[src/rtl/i2c_tgt_pkg.sv]
package i2c_tgt_pkg;

    localparam int BYTE_W = 8;

    typedef enum logic [3:0] {
        ST_IDLE,
        ST_ADDR,
        ST_AACK,
        ST_PTR,
        ST_PACK,
        ST_WDAT,
        ST_WACK,
        ST_RDAT,
        ST_RACK,
        ST_SKIP
    } tgt_st_e;

endpackage

[src/rtl/i2c_tgt_sync.sv]
module i2c_tgt_sync #(
    parameter int LINES  = 2,
    parameter int STAGES = 2
) (
    input  logic             clk,
    input  logic             rst_n,
    input  logic [LINES-1:0] raw,
    output logic [LINES-1:0] lvl,
    output logic [LINES-1:0] prv
);

    for (genvar g = 0; g < LINES; g++) begin : g_line
        logic [STAGES-1:0] chain_q;
        logic              hist_q;

        always_ff @(posedge clk or negedge rst_n) begin
            if (!rst_n) begin
                chain_q <= '1;
                hist_q  <= 1'b1;
            end else begin
                chain_q <= {chain_q[STAGES-2:0], raw[g]};
                hist_q  <= chain_q[STAGES-1];
            end
        end

        assign lvl[g] = chain_q[STAGES-1];
        assign prv[g] = hist_q;
    end

endmodule

[src/rtl/i2c_tgt_regfile.sv]
module i2c_tgt_regfile #(
    parameter int DEPTH = 16,
    parameter int WIDTH = 8,
    localparam int IDX_W = $clog2(DEPTH)
) (
    input  logic             clk,
    input  logic             rst_n,
    input  logic             a_we,
    input  logic [IDX_W-1:0] a_idx,
    input  logic [WIDTH-1:0] a_wdata,
    output logic [WIDTH-1:0] a_rdata,
    input  logic             b_we,
    input  logic [IDX_W-1:0] b_idx,
    input  logic [WIDTH-1:0] b_wdata,
    output logic [WIDTH-1:0] b_rdata
);

    logic [WIDTH-1:0] mem_q [DEPTH];

    always_ff @(posedge clk or negedge rst_n) begin
        if (!rst_n) begin
            for (int i = 0; i < DEPTH; i++) mem_q[i] <= '0;
        end else if (a_we) begin
            mem_q[a_idx] <= a_wdata;
        end else if (b_we) begin
            mem_q[b_idx] <= b_wdata;
        end
    end

    assign a_rdata = mem_q[a_idx];
    assign b_rdata = mem_q[b_idx];

endmodule

[src/rtl/i2c_reg_target.sv]
module i2c_reg_target
    import i2c_tgt_pkg::*;
#(
    parameter logic [6:0] DEV_ADDR = 7'h42,
    parameter int         DEPTH    = 16,
    localparam int        IDX_W    = $clog2(DEPTH)
) (
    input  logic              clk,
    input  logic              rst_n,
    input  logic              scl_i,
    input  logic              sda_i,
    output logic              sda_oe,
    input  logic              tst_we,
    input  logic [IDX_W-1:0]  tst_idx,
    input  logic [BYTE_W-1:0] tst_wdata,
    output logic [BYTE_W-1:0] tst_rdata
);

    localparam logic [3:0] FULL = 4'(BYTE_W);

    typedef struct packed {
        tgt_st_e           st;
        logic [3:0]        bits;
        logic [BYTE_W-1:0] shreg;
        logic [IDX_W-1:0]  ptr;
        logic              rw;
        logic              oe;
    } tgt_t;

    tgt_t q, d;

    logic [1:0] lvl, prv;
    logic scl_s, sda_s, scl_p, sda_p;
    logic rise_ev, fall_ev, start_ev, stop_ev;
    logic reg_we;
    logic [BYTE_W-1:0] reg_rd;
    tgt_st_e cur_st;
    logic [3:0] cur_bits;

    i2c_tgt_sync #(.LINES(2), .STAGES(2)) u_sync (
        .clk   (clk),
        .rst_n (rst_n),
        .raw   ({scl_i, sda_i}),
        .lvl   (lvl),
        .prv   (prv)
    );

    assign scl_s = lvl[1];
    assign sda_s = lvl[0];
    assign scl_p = prv[1];
    assign sda_p = prv[0];

    assign rise_ev  = scl_s & ~scl_p;
    assign fall_ev  = ~scl_s & scl_p;
    assign start_ev = scl_s & scl_p & sda_p & ~sda_s;
    assign stop_ev  = scl_s & scl_p & ~sda_p & sda_s;

    i2c_tgt_regfile #(.DEPTH(DEPTH), .WIDTH(BYTE_W)) u_regs (
        .clk     (clk),
        .rst_n   (rst_n),
        .a_we    (reg_we),
        .a_idx   (q.ptr),
        .a_wdata (q.shreg),
        .a_rdata (reg_rd),
        .b_we    (tst_we),
        .b_idx   (tst_idx),
        .b_wdata (tst_wdata),
        .b_rdata (tst_rdata)
    );

    always_comb begin
        d      = q;
        reg_we = 1'b0;
        if (stop_ev) begin
            d.st   = ST_IDLE;
            d.bits = '0;
            d.oe   = 1'b0;
        end else if (start_ev) begin
            d.st   = ST_ADDR;
            d.bits = '0;
            d.oe   = 1'b0;
        end else begin
            unique case (q.st)
                ST_ADDR, ST_PTR, ST_WDAT: begin
                    if (rise_ev && q.bits < FULL) begin
                        d.shreg = {q.shreg[BYTE_W-2:0], sda_s};
                        d.bits  = q.bits + 4'd1;
                    end else if (fall_ev && q.bits == FULL) begin
                        d.bits = '0;
                        if (q.st == ST_ADDR) begin
                            if (q.shreg[BYTE_W-1:1] == DEV_ADDR) begin
                                d.rw = q.shreg[0];
                                d.oe = 1'b1;
                                d.st = ST_AACK;
                            end else begin
                                d.st = ST_SKIP;
                            end
                        end else if (q.st == ST_PTR) begin
                            d.ptr = q.shreg[IDX_W-1:0];
                            d.oe  = 1'b1;
                            d.st  = ST_PACK;
                        end else begin
                            reg_we = 1'b1;
                            d.oe   = 1'b1;
                            d.st   = ST_WACK;
                        end
                    end
                end
                ST_AACK: begin
                    if (fall_ev) begin
                        d.bits = '0;
                        if (q.rw) begin
                            d.shreg = reg_rd;
                            d.oe    = ~reg_rd[BYTE_W-1];
                            d.st    = ST_RDAT;
                        end else begin
                            d.oe = 1'b0;
                            d.st = ST_PTR;
                        end
                    end
                end
                ST_PACK: begin
                    if (fall_ev) begin
                        d.oe = 1'b0;
                        d.st = ST_WDAT;
                    end
                end
                ST_WACK: begin
                    if (fall_ev) begin
                        d.oe = 1'b0;
                        d.st = ST_SKIP;
                    end
                end
                ST_RDAT: begin
                    if (rise_ev) begin
                        d.bits = q.bits + 4'd1;
                    end else if (fall_ev) begin
                        if (q.bits == FULL) begin
                            d.oe = 1'b0;
                            d.st = ST_RACK;
                        end else begin
                            d.shreg = {q.shreg[BYTE_W-2:0], 1'b0};
                            d.oe    = ~q.shreg[BYTE_W-2];
                        end
                    end
                end
                ST_RACK: begin
                    d.oe = 1'b0;
                    if (rise_ev) d.st = ST_SKIP;
                end
                default: begin
                    d.oe = 1'b0;
                end
            endcase
        end
    end

    always_ff @(posedge clk or negedge rst_n) begin
        if (!rst_n) begin
            q       <= '0;
            q.st    <= ST_IDLE;
        end else begin
            q <= d;
        end
    end

    assign sda_oe   = q.oe;
    assign cur_st   = q.st;
    assign cur_bits = q.bits;

endmodule

[config.mk]
export PLATFORM = sky130hd
export DESIGN_NAME = i2c_reg_target
export DESIGN_NICKNAME = d
export VERILOG_FILES = /design/src/rtl/i2c_tgt_pkg.sv /design/src/rtl/i2c_tgt_sync.sv /design/src/rtl/i2c_tgt_regfile.sv /design/src/rtl/i2c_reg_target.sv
export SDC_FILE = /design/constraint.sdc
export NUM_CORES = 1
export LEC_CHECK = 0
export ABC_AREA = 1
export ABC_CLOCK_PERIOD_IN_PS = 1910
export BUFFER_PORTS_ARGS = -buffer_cell sky130_fd_sc_hd__buf_2
export CAP_MARGIN = 20
export CORE_ASPECT_RATIO = 2
export CORE_MARGIN = 2
export CORE_UTILIZATION = 55
export DETAILED_ROUTE_END_ITERATION = 10
export PLACE_DENSITY = 0.74
export SKIP_LAST_GASP = 1
export SYNTH_ARGS = -nofsm -noshare
export SYNTH_HDL_FRONTEND = slang
export SYNTH_SLANG_ARGS = --single-unit
[constraint.sdc]
create_clock -name clk -period 1.91 [get_ports clk]
set_clock_uncertainty 0.15 [all_clocks]
set_input_delay 0.2865 -clock clk [delete_from_list [all_inputs] [get_ports clk]]
set_output_delay 0.2865 -clock clk [all_outputs]
set_load 0.01 [all_outputs]
# Word-level counts from Yosys, hierarchy flattened

Index checks and enable logic that the tools add are counted.

Flip-flop bits (word level): 156
Input bits: 17
Output and inout port bits: 9
Word-level logic and storage cells: 154

$add $sub $neg: 1
Order comparisons: 5
Equal/unequal tests: 29
Mux-type cells: 58
Bitwise logic cells: 19
Reductions and logical operators: 16

Operator list:

| cell                 | count |
|---|---|
| $bwmux W128          | 2 |
| $mux W128            | 2 |
| $mux W8              | 14 |
| $bmux W8 S4          | 2 |
| $demux W8 S4         | 2 |
| $mux W4              | 11 |
| $ne A4 B4 Y1 const B | 10 |
| $pmux W12 S3         | 1 |
| $pmux W4 S6          | 1 |
| $reduce_and A7 Y1    | 3 |
| $mux W1              | 19 |
| $eq A4 B3 Y1 const B | 4 |
| $mux W16             | 1 |
| $ne A2 B2 Y1 const B | 6 |
| $ge A5 B5 Y1 const B | 2 |
| $lt A5 B1 Y1 const B | 2 |
| $ne A5 B5 Y1 const B | 2 |
| $not A1 Y1           | 10 |
| $not A4 Y5           | 2 |
| $reduce_and A10 Y1   | 1 |
| $reduce_and A9 Y1    | 1 |
| $eq A4 B2 Y1 const B | 2 |
| $eq A4 B4 Y1 const B | 2 |
| $reduce_bool A8 Y1   | 1 |
| other kinds (16)     | 25 |

# Longest topological paths before layout

Depth in word-level cells: 10
Gate-level depth with buffers: 13
Gate-level depth less buffers: 12

# Cells and area by module

A second synthesis with hierarchy kept.

Cells, all modules: 1913
Area total of the unflattened synthesis: 11466.0 um2

By module, submodules not included:

| module          | times used | cells an instance | area each (um2) | seq. area each (um2) |
|---|---|---|---|---|
| i2c_tgt_regfile | 1          | 1667              | 9565.4          | 3203.1 |
| i2c_reg_target  | 1          | 236               | 1712.9          | 550.5 |
| i2c_tgt_sync    | 1          | 10                | 187.7           | 157.7 |

# Worst setup path before layout

OpenSTA, ideal clock, no wires.

Kind: register -> register
Start point: register q, in the netlist cur_bits[0]
End point: register u_regs.mem_q[113] (netlist bit)
Arrival time: 1.825 ns
Data required time: 1.628 ns
Setup slack: -0.198 ns
Stages on the path, launching flop included: 13
Path buffers: 3
Path through: dfrtp_1 -> inv_1 -> ha_1 -> nand3_1 -> nor2_4 -> nand3_2 -> buf_6 -> nand2_8 -> buf_12 -> o211ai_4 -> buf_4 -> nand2_1 -> o21ai_0

Longest elaborated chain between the ends: 8
Elaborated cells between the ends (all ways): 11

RTL lines:

| item                                                 | line                  | source |
|---|---|---|
| from (decl)                                          | i2c_reg_target.sv:30  | `tgt_t q, d;` |
| branches (longest 3 deep; another with $lt A4 B4 Y1) | --                    |  |
| $mux W1 *                                            | i2c_reg_target.sv:85  | `if (rise_ev && q.bits < FULL) begin` |
| $mux W1 *                                            | i2c_reg_target.sv:83  | `unique case (q.st)` |
| $mux W1 *                                            | i2c_reg_target.sv:78  | `end else if (start_ev) begin` |
| $mux W1 *                                            | i2c_reg_target.sv:74  | `if (stop_ev) begin` |
| $mux W128 or $reduce_bool A2 Y1 (tied branches)      | --                    |  |
| to (signal, indexed assignment)                      | i2c_tgt_regfile.sv:24 | `mem_q[a_idx] <= a_wdata;` |
| to (signal, indexed assignment)                      | i2c_tgt_regfile.sv:26 | `mem_q[b_idx] <= b_wdata;` |
| to (decl)                                            | i2c_tgt_regfile.sv:18 | `logic [WIDTH-1:0] mem_q [DEPTH];` |

Every way passes the cells marked *.
A chain may end at the register's enable or synchronous reset.

# Worst setup path in the final report

Start point: register q, in the netlist cur_bits[0]
End point: register u_regs.mem_q[23] (netlist bit)

Same word-level chain as after synthesis.

==> summary.txt <==
======================================================================================
Run status                                                                complete, but fails checks
Violations in the final reports                                           setup timing
WP data required                                                               2.14 ns
CTS Buffer Depth                                                                     2
Total wire length after detailed routing                                      48880 um
Largest cells by area after synthesis                                     sky130_fd_sc_hd__dfrtp_1, sky130_fd_sc_hd__nand2_1, sky130_fd_sc_hd__o21ai_0, sky130_fd_sc_hd__inv_1, sky130_fd_sc_hd__nand3_1
Number of synthesized register bits                                                156
Element type at the critical path end                                        flip-flop
Number of synthesized flops with an enable pin                                       0
Number of distinct standard cells referenced by the synthesized netlist             38
Number of endpoints failing setup at the final stage                               143
Post-route worst setup slack                                                -0.2750 ns
Maximum level of the CTS H-tree                                                      4
Slew Limit Headroom                                                             51.44%
Final hold viol count                                                                0
Final weighted congestion of routability-driven global placement                 1.046
Placement-stage worst setup slack                                           -0.2481 ns
Leading register cell type out of synthesis                               sky130_fd_sc_hd__dfrtp_1
N_diodes                                                                             0
RSZ-0062 raised after global routing                                               yes
Layout area overhead                                                            36.42%
Clock transition at the registers of the reported paths                        0.06 ns
CTS tree                                                                         built
Achievable Freq                                                              457.7 MHz
Share of the synthesized area in the top cell type                              33.16%
Vias per Instance                                                                6.073
Worst setup SP type                                                          flip-flop
Pin count of the biggest net entering global routing                                47
Worst min-delay path category                                             input pin to asynchronous set/reset pin
Latest clock arrival within the worst-skew pair                                0.46 ns
Max rail drop VDD                                                              1202 uV
Synth async-reset ratio                                                         100.0%
Number of nets in the finished design                                             1973
First-pass detailed-route iteration total                                            7
Post-Synthesis Cell Area                                                     11320 um2
Worst-path fanout max                                                                8
Port-buffer cells                                                                   25
Die extent in x                                                               105.4 um
Data arrival time of the critical path                                         2.42 ns
Max Transition Viols Final                                                           0
Power density cells                                                       761.2 nW/um2
Number of nets with antenna violations after detailed routing                        0
Die footprint                                                                21820 um2
Fraction of final layout cells with drive strength greater than 1               31.49%
Overall routing resource usage                                                  43.76%
Transition time at the pin with the least slew margin                        0.7283 ns
Overall die height                                                            206.9 um
Syn_nets                                                                          1761
Clk sinks                                                                          156
Count of placed standard cells in the final layout, fillers left out              2232
Fraction of the cycle the final worst path needs                                114.4%
Dominant cell type by area after synthesis                                sky130_fd_sc_hd__dfrtp_1
Number of antenna violations at the first check in global routing                    0
Detailed Place HPWL                                                           31970 um
Root cell of the clock tree                                               sky130_fd_sc_hd__clkbuf_16
DRC errors left                                                                      0
Instance count of the mapped netlist                                              1742
Worst setup path category                                                 flip-flop to flip-flop
Count of boundary I/O pins                                                          26
Starting density of the core                                                    55.83%
Via count of the first global-routing pass                                      12.83k
Filler instances                                                                  1520
Synthesized area divided by synthesized cell count                           6.499 um2
Sum of overflow across all layers after global routing                               0
Pleak                                                                      0.006482 uW
Minimum period implied by the final worst setup slack                         2.185 ns
First-pass GRT wire length                                                    70440 um
Average wire length per cell after detail routing                             21.90 um
Core area                                                                    20280 um2
Synth warnings                                                                       0
Count of maximum capacitance violations                                              0
Number of standard-cell rows in the floorplan                                       74
TritonCTS buffer count                                                              17
Initial DRC count                                                                 1457
Share of synthesized area occupied by flip-flops and latches                    34.55%
Placed Instances                                                                  2121
Via Count                                                                       13.56k
======================================================================================
==> critical path, cell delays in order (launching register included) <==
cell	delay (ns)
sky130_fd_sc_hd__dfrtp_1	0.39
sky130_fd_sc_hd__inv_2	0.09
sky130_fd_sc_hd__ha_4	0.16
sky130_fd_sc_hd__nand3_4	0.08
sky130_fd_sc_hd__nor2_4	0.18
sky130_fd_sc_hd__nand3_4	0.11
sky130_fd_sc_hd__buf_12	0.17
sky130_fd_sc_hd__nand2_8	0.14
sky130_fd_sc_hd__buf_8	0.17
sky130_fd_sc_hd__o211ai_4	0.11
sky130_fd_sc_hd__clkbuf_16	0.19
sky130_fd_sc_hd__o21ai_1	0.14
==> flip-flops by register name, indices dropped and copies added, names as in the netlist <==
signal	flops
u_regs.mem_q	128
q	13
cur_bits	4
cur_st	4
u_sync.g_line.chain_q	4
u_sync.g_line.hist_q	2
sda_oe	1
==> path summary, 6_finish.rpt <==
check,slack (ns),endpoint,cells after the start,startpoint
min in group clk,0.21,u_sync.g_line[0].chain_q[1]$_DFF_PN1_,0,u_sync.g_line[0].chain_q[0]$_DFF_PN1_
max reg2reg,-0.27,u_regs.mem_q[23]$_DFFE_PN0P_,11,cur_bits[0]$_DFFE_PN0P_
max in group asynchronous,0.73,u_sync.g_line[0].chain_q[1]$_DFF_PN1_,3,rst_n
max,-0.27,u_regs.mem_q[23]$_DFFE_PN0P_,11,cur_bits[0]$_DFFE_PN0P_
min,0.20,u_regs.mem_q[1]$_DFFE_PN0P_,2,rst_n
min reg2reg,0.21,u_sync.g_line[0].chain_q[1]$_DFF_PN1_,0,u_sync.g_line[0].chain_q[0]$_DFF_PN1_
==> metrics by stage <==
stage	power, uW	cell area (um2)	util (%)	setup TNS, ns	hold slack (ns)
after floorplan	5555	11450	-	-15.10	-0.1591
after global placement	7171	13040	64.32	-20.45	0.1137
after detailed placement	7231	13040	64.32	-24.95	0.1217
after CTS	10990	14270	70.38	-18.19	0.1608
after global routing	12160	15440	76.16	-30.87	0.2111
final	11760	15440	76.16	-24.82	0.2041
==> per-layer routing <==
layer / GRT usage (%) / part of all wire (%) / up-vias
li1: - / - / 6088
met1: 42.64 / 30 / 6170
met2: 72.47 / 47 / 900
met3: 9.890 / 8.9 / 398
met4: 47.48 / 14 / 0
met5: 0 / 0 / -
==> synth_stat cells, types with 21 or more instances <==
| cell type | n |
|---|---|
| sky130_fd_sc_hd__o21ai_1 | 133 |
| sky130_fd_sc_hd__o22ai_1 | 21 |
| sky130_fd_sc_hd__clkbuf_1 | 63 |
| sky130_fd_sc_hd__nor2_1 | 79 |
| sky130_fd_sc_hd__dfrtp_1 | 150 |
| sky130_fd_sc_hd__o21ai_0 | 157 |
| sky130_fd_sc_hd__nand4_1 | 22 |
| sky130_fd_sc_hd__a22oi_1 | 50 |
| sky130_fd_sc_hd__nand3_1 | 140 |
| sky130_fd_sc_hd__inv_1 | 203 |
| sky130_fd_sc_hd__nand2_1 | 595 |
==> layout make-up <==
cell class / instances / area [um2] / area share [%]
Timing Repair Buffer: 298 / 2805 / 18.16
Tap cell: 266 / 332.8 / 2.155
Clock buffer: 25 / 505.5 / 3.273
Multi-Input combinational cell: 1265 / 6945 / 44.97
Inverter: 216 / 837.1 / 5.420
Clock inverter: 6 / 83.83 / 0.5428
Sequential cell: 156 / 3934 / 25.47
==> cells in the final DEF (no fill, tap or decap), drive strengths merged <==
master	count
bufinv	2
buf	290
o211a	1
nand3	141
inv	209
mux2	1
xor2	1
clkbuf	30
clkinvlp	2
a21boi	2
nand2	598
a31oi	1
nor2	92
nor3	6
nand4	22
dlygate4sd3	3
o22ai	21
o21ai	294
dfrtp	150
a22oi	50
o211ai	17
clkinv	9
a21oi	14
ha	2
dfstp	6
nor3b	2
==> what timing repair did <==
item | in CTS | in global routing
setup buffers | 40 | 36
setup endpoints to repair | 150 | 156
hold endpoints to repair | 42 | 0
pin swaps | 40 | 77
resized for setup | 120 | 253
cloned | 3 | 7
hold buffers | 3 | 0
==> report_power, final <==
group / internal (uW) / leakage [uW] / switching [uW]
registers: 3580 / 0.00209 / 252
clock network: 2080 / 0.000293 / 1370
logic: 1620 / 0.00410 / 2850
==> cell families after synthesis <==
| logic type | after synthesis | share of synthesized area, % |
|---|---|---|
| adders and majority gates | 2 | 0.2210 |
| DFF | 156 | 34.55 |
| muxes | 1 | 0.09946 |
| and+or+nand+nor | 860 | 31.37 |
| buffers and inverters | 324 | 12.50 |
| AOI/OAI and AO/OA | 398 | 21.19 |
| xor gates and xnor gates | 1 | 0.07738 |
Power figures use the tool's default switching activity.
